<file path="src/rtl/spk_router_pkg.sv">
package spk_router_pkg;
  localparam int PKT_W     = 39;
  localparam int SPIKE_BIT = 38;
  localparam int TS_MSB    = 37;
  localparam int TS_LSB    = 30;

  typedef logic [PKT_W-1:0] spk_pkt_t;

  function automatic logic pkt_is_spike(input spk_pkt_t p);
    return p[SPIKE_BIT];
  endfunction

  function automatic logic [TS_MSB-TS_LSB:0] pkt_tstep(input spk_pkt_t p);
    return p[TS_MSB:TS_LSB];
  endfunction

  function automatic int occ_next(input int cnt, input logic wr, input logic rd);
    return cnt + int'(wr) - int'(rd);
  endfunction

  function automatic int ring_next(input int ptr, input int depth);
    return (ptr == depth - 1) ? 0 : ptr + 1;
  endfunction
endpackage

</file>
<file path="src/rtl/spk_fifo.sv">
module spk_fifo
  import spk_router_pkg::*;
#(
  parameter int DEPTH = 16,
  localparam int AW = (DEPTH > 1) ? $clog2(DEPTH) : 1,
  localparam int CW = $clog2(DEPTH + 1)
) (
  input  logic          clk,
  input  logic          rst_n,
  input  logic          push,
  input  spk_pkt_t      wdata,
  input  logic          pop,
  output spk_pkt_t      rdata,
  output logic [CW-1:0] count,
  output logic          empty
);
  spk_pkt_t      mem [DEPTH];
  logic [AW-1:0] wr_ptr, rd_ptr;
  logic [CW-1:0] cnt_q;

  always_ff @(posedge clk) begin
    if (push) mem[wr_ptr] <= wdata;
  end

  always_ff @(posedge clk) begin
    if (!rst_n) begin
      wr_ptr <= '0;
      rd_ptr <= '0;
      cnt_q  <= '0;
    end else begin
      if (push) wr_ptr <= AW'(ring_next(int'(wr_ptr), DEPTH));
      if (pop)  rd_ptr <= AW'(ring_next(int'(rd_ptr), DEPTH));
      cnt_q <= CW'(occ_next(int'(cnt_q), push, pop));
    end
  end

  assign rdata = mem[rd_ptr];
  assign count = cnt_q;
  assign empty = (cnt_q == '0);
endmodule

</file>
<file path="src/rtl/spk_stall_ctrl.sv">
module spk_stall_ctrl
  import spk_router_pkg::*;
#(
  parameter int DEPTH = 16,
  localparam int CW = $clog2(DEPTH + 1)
) (
  input  logic          clk,
  input  logic          rst_n,
  input  logic [CW-1:0] count,
  input  logic          push,
  input  logic          pop,
  output logic          stall
);
  logic stall_q;
  logic full_after;

  // full now, or one short of full with a write landing this edge
  assign full_after = (occ_next(int'(count), push, pop) == DEPTH);

  always_ff @(posedge clk) begin
    if (!rst_n) stall_q <= 1'b0;
    else        stall_q <= full_after;
  end

  assign stall = stall_q;
endmodule

</file>
<file path="src/rtl/spk_bcast_tracker.sv">
module spk_bcast_tracker #(
  parameter int NPORT = 4
) (
  input  logic             clk,
  input  logic             rst_n,
  input  logic             head_valid,
  input  logic [NPORT-1:0] ready,
  output logic [NPORT-1:0] valid,
  output logic             retire
);
  logic [NPORT-1:0] taken_q;
  logic [NPORT-1:0] fire;
  logic [NPORT-1:0] taken_or_fire;

  for (genvar g = 0; g < NPORT; g++) begin : g_port
    assign valid[g]         = head_valid & ~taken_q[g];
    assign fire[g]          = valid[g] & ready[g];
    assign taken_or_fire[g] = taken_q[g] | fire[g];

    always_ff @(posedge clk) begin
      if (!rst_n)      taken_q[g] <= 1'b0;
      else if (retire) taken_q[g] <= 1'b0;
      else             taken_q[g] <= taken_or_fire[g];
    end
  end

  assign retire = head_valid & (&taken_or_fire);
endmodule

</file>
<file path="src/rtl/spike_bcast_router.sv">
module spike_bcast_router
  import spk_router_pkg::*;
#(
  parameter int NUM_PORTS  = 4,
  parameter int FIFO_DEPTH = 16,
  localparam int CW = $clog2(FIFO_DEPTH + 1)
) (
  input  logic                 clk,
  input  logic                 rst_n,
  input  logic                 in_valid,
  input  logic [38:0]          in_pkt,
  output logic                 in_stall,
  output logic [NUM_PORTS-1:0] out_valid,
  output logic [38:0]          out_pkt,
  input  logic [NUM_PORTS-1:0] out_ready
);
  logic          take;
  logic          push;
  logic          pop;
  logic          empty;
  logic [CW-1:0] fifo_cnt;
  spk_pkt_t      head;

  assign take = in_valid & ~in_stall;
  assign push = take & pkt_is_spike(in_pkt);

  spk_fifo #(.DEPTH(FIFO_DEPTH)) u_fifo (
    .clk   (clk),
    .rst_n (rst_n),
    .push  (push),
    .wdata (in_pkt),
    .pop   (pop),
    .rdata (head),
    .count (fifo_cnt),
    .empty (empty)
  );

  spk_stall_ctrl #(.DEPTH(FIFO_DEPTH)) u_stall (
    .clk   (clk),
    .rst_n (rst_n),
    .count (fifo_cnt),
    .push  (push),
    .pop   (pop),
    .stall (in_stall)
  );

  spk_bcast_tracker #(.NPORT(NUM_PORTS)) u_track (
    .clk        (clk),
    .rst_n      (rst_n),
    .head_valid (~empty),
    .ready      (out_ready),
    .valid      (out_valid),
    .retire     (pop)
  );

  assign out_pkt = head;
endmodule

</file>
<file path="config.mk">
export PLATFORM = sky130hd
export DESIGN_NAME = spike_bcast_router
export DESIGN_NICKNAME = d
export VERILOG_FILES = /design/src/rtl/spk_router_pkg.sv /design/src/rtl/spk_fifo.sv /design/src/rtl/spk_stall_ctrl.sv /design/src/rtl/spk_bcast_tracker.sv /design/src/rtl/spike_bcast_router.sv
export SDC_FILE = /design/constraint.sdc
export NUM_CORES = 1
export LEC_CHECK = 0
export BUFFER_PORTS_ARGS = -buffer_cell sky130_fd_sc_hd__buf_2
export CORE_AREA = 5 5 273 275
export CTS_CLUSTER_DIAMETER = 50
export DETAILED_ROUTE_END_ITERATION = 10
export DIE_AREA = 0 0 278 280
export SYNTH_ARGS = -nofsm -noshare
export SYNTH_HDL_FRONTEND = slang
export SYNTH_SLANG_ARGS = --single-unit
</file>
<file path="constraint.sdc">
create_clock -name clk -period 4.6 [get_ports clk]
set_input_delay 1.38 -clock clk [delete_from_list [all_inputs] [get_ports clk]]
set_output_delay 1.38 -clock clk [all_outputs]
set_load 0.05 [all_outputs]
</file>
==> run summary <==
========================================================================================================
Required @ worst endpoint .................................................................      3.22 ns
Final Net Count ...........................................................................         1224
Crit end category .........................................................................  output port
Antenna violations before repair ..........................................................            6
Via-per-instance ratio ....................................................................         5.07
Wirelength, routed ........................................................................     54600 µm
End of the worst register-to-register path ................................................ u_stall.stall$_SDFF_PN0_
Max transition margin .....................................................................        45.4%
Overall power after layout ................................................................      13.7 mW
Max Slew Vio Count ........................................................................            0
Largest cells by area after synthesis ..................................................... sky130_fd_sc_hd__edfxtp_1, sky130_fd_sc_hd__mux4_2, sky130_fd_sc_hd__mux4_1, sky130_fd_sc_hd__dfxtp_1, sky130_fd_sc_hd__ha_1
Outcome ................................................................................... finished, final reports clean
Layout Area Growth over Synthesis .........................................................        17.0%
Most common library cells after synthesis ................................................. sky130_fd_sc_hd__edfxtp_1, sky130_fd_sc_hd__mux4_2, sky130_fd_sc_hd__mux4_1
Fin crit share ............................................................................        94.1%
Most frequently used flop master after synthesis .......................................... sky130_fd_sc_hd__edfxtp_1
Buffers added on ports ....................................................................           89
Maximum net fanout on the critical path ...................................................           49
Count of final setup violators ............................................................            0
Fmax achieved .............................................................................      231 MHz
Hold Fails Final Rpt ......................................................................            0
Number of synthesis warnings ..............................................................            0
Clock insertion delay at the later pin of the skew report .................................      0.60 ns
Quantity of hold-fixing buffers added after cts ...........................................            0
Number of enable-type register cells in the synthesized netlist ...........................          624
Die X-Extent ..............................................................................       278 µm
Remaining antenna violation count after routing ...........................................            0
Die Footprint .............................................................................   0.0778 mm²
Hold crit path type ....................................................................... flop to flop
Reg-to-reg slack, setup ...................................................................      0.88 ns
Vertical die dimension ....................................................................       280 µm
Clock root cell ........................................................................... sky130_fd_sc_hd__clkbuf_16
Number of buffers created by CTS ..........................................................           72
Global-route wire length before repair ....................................................     80700 µm
Post-Route Setup TNS ......................................................................         0 ns
Starting Density ..........................................................................        34.5%
Synth cell types ..........................................................................           40
Maximum number of pins on one net before global-route repair ..............................           51
Utilization of the core after routing .....................................................        40.4%
GRT Total Usage ...........................................................................        14.0%
Remaining Overflow, GRT ...................................................................            0
FILL cells ................................................................................         6302
Worst hold margin .........................................................................     0.516 ns
RSZ-0062 raised after global routing ......................................................           no
Area share of the leading cell type in the synthesized netlist ............................        75.3%
Startpoint of the worst hold path ......................................................... u_fifo.rd_ptr[1]$_SDFFE_PN0N_
Most common cell in the netlist ........................................................... sky130_fd_sc_hd__edfxtp_1
Worst-case clock buffer depth .............................................................            3
Drt first pass iters ......................................................................            5
Maximum vdd ir drop .......................................................................     0.411 mV
Post-CTS clock slew at the launch and capture registers of the worst setup and hold paths .      0.06 ns
Number of max-capacitance violations reported .............................................            0
Launch point of the worst reg-to-reg path ................................................. u_fifo.count[3]$_SDFF_PN0_
Power per cell area .......................................................................   472 mW/mm²
TritonCTS clock tree ......................................................................        built
Level count of the clock H-tree ...........................................................            3
Number of sinks on the clock net ..........................................................          646
Top cell type by total area after synthesis ............................................... sky130_fd_sc_hd__edfxtp_1
Remaining DRCs ............................................................................            0
Type of element launching the critical path ...............................................         flop
Gate count after technology mapping .......................................................         1010
Seq/Total Area, Yosys .....................................................................        77.0%
Worst hold stages .........................................................................            2
Tmin final ................................................................................      4.33 ns
Number of gates resized after CTS .........................................................            0
Yosys reg bits ............................................................................          646
Floorplan row count .......................................................................           99
WL/cell ...................................................................................      25.1 µm
DRC violation total after the first TritonRoute iteration .................................          774
Routed via count ..........................................................................        11100
Detailed-placement wirelength estimate ....................................................     27300 µm
R2R cell count ............................................................................           14
Final Wtd Congestion ......................................................................        0.672
Type of the worst setup path .............................................................. flop to output port
Core region area ..........................................................................   0.0721 mm²
Post-synthesis async set-or-reset flop share ..............................................           0%
Post-synthesis instance area ..............................................................   0.0249 mm²
Worst slew pin tran .......................................................................     0.807 ns
Average size of a mapped cell .............................................................     24.7 µm²
Leakage power .............................................................................      9.11 nW
Signal arrival time at the worst endpoint .................................................      2.95 ns
Post-CTS setup-driven buffer insertion count ..............................................            0
Number of global-route vias before repair .................................................        12200
Layout Skew ...............................................................................    0.0157 ns
Layout cells sized above 1 ................................................................        31.0%
Net Count, Synth ..........................................................................         1071
Ports placed on the boundary ..............................................................           90
========================================================================================================
[layer usage]
layer  global-route usage [%]  vias to the layer above  routed length, µm
met5                        0                        -                 48
met4                     3.21                        8                746
met3                     3.59                       68               3160
met2                     24.0                      287              27800
met1                     18.3                     5968              22800
li1                         -                     4722                  -
[registers in the layout, summed over array words and instances, names as in the netlist, named ones only]
register / cells
u_fifo.mem: 624
u_track.taken_q: 4
u_fifo.count: 5
u_fifo.wr_ptr: 4
u_stall.stall: 1
u_fifo.rd_ptr: 4
[where the power goes]
part	internal (mW)	switching (mW)
logic	0.628	0.920
clock network	3.34	2.28
registers	6.53	0.0542
[cell families after synthesis]
logic type / Yosys count / synth area share [%]
fa+ha+maj: 15 / 0.784
buf+inv: 61 / 1.50
compound gates: 29 / 0.648
flops: 646 / 77.0
mux: 196 / 18.6
simple gates: 61 / 1.33
xor+xnor: 2 / 0.0704
[worst max-delay path by stage]
stage | to | slack (ns) | cells past startpoint | start
CTS | out_pkt[34] | 0.17 | 4 | flop
global placement | u_stall.stall$_SDFF_PN0_ | 0.71 | 13 | out_ready[1]
detailed placement | u_stall.stall$_SDFF_PN0_ | 0.57 | 13 | out_ready[1]
finish | out_pkt[34] | 0.27 | 4 | flop
floorplan | u_stall.stall$_SDFF_PN0_ | 0.90 | 13 | out_ready[1]
global route | out_pkt[34] | 0.12 | 4 | flop
[cell type report]
cell class	count	area (µm²)	share of cell area, %
Antenna cell	2	5.00	0.0172
Clock buffer	87	1950	6.71
Clock inverter	43	393	1.35
Inverter	17	63.8	0.219
Multi-Input combinational cell	303	5370	18.4
Sequential cell	646	19200	65.9
Tap cell	959	1200	4.12
Timing Repair Buffer	123	951	3.27
[critical path: stages, from the launching register on]
cell and delay, ns:
sky130_fd_sc_hd__dfxtp_4 0.54, sky130_fd_sc_hd__buf_12 0.40, sky130_fd_sc_hd__mux4_1 0.61, sky130_fd_sc_hd__mux4_2 0.52, sky130_fd_sc_hd__buf_2 0.24
[placed cells by master (no fill, tap or decap), drive strengths merged, types with 2 or more instances in the layout]
master    n
a21oi    17
and2     18
and3      3
buf     123
bufinv    5
clkbuf   87
clkinv   31
dfxtp    22
diode     2
edfxtp  624
ha       14
inv      24
mux4    195
nand2    10
nand3     2
nand3b    2
nor2     14
nor3b     2
o21ai     5
o22ai     2
or3       3
[through the flow]
stage | instance area, µm² | setup WS [ns] | std cells
after floorplan | 24900 | 0.904 | 1010
after global placement | 26800 | 0.707 | 2048
after detailed placement | 26800 | 0.570 | 2048
after CTS | 29100 | 0.168 | 2178
after global routing | 29100 | 0.120 | 2178
final | 29100 | 0.271 | 2180
No activity file was read; power rests on OpenSTA's default activity.
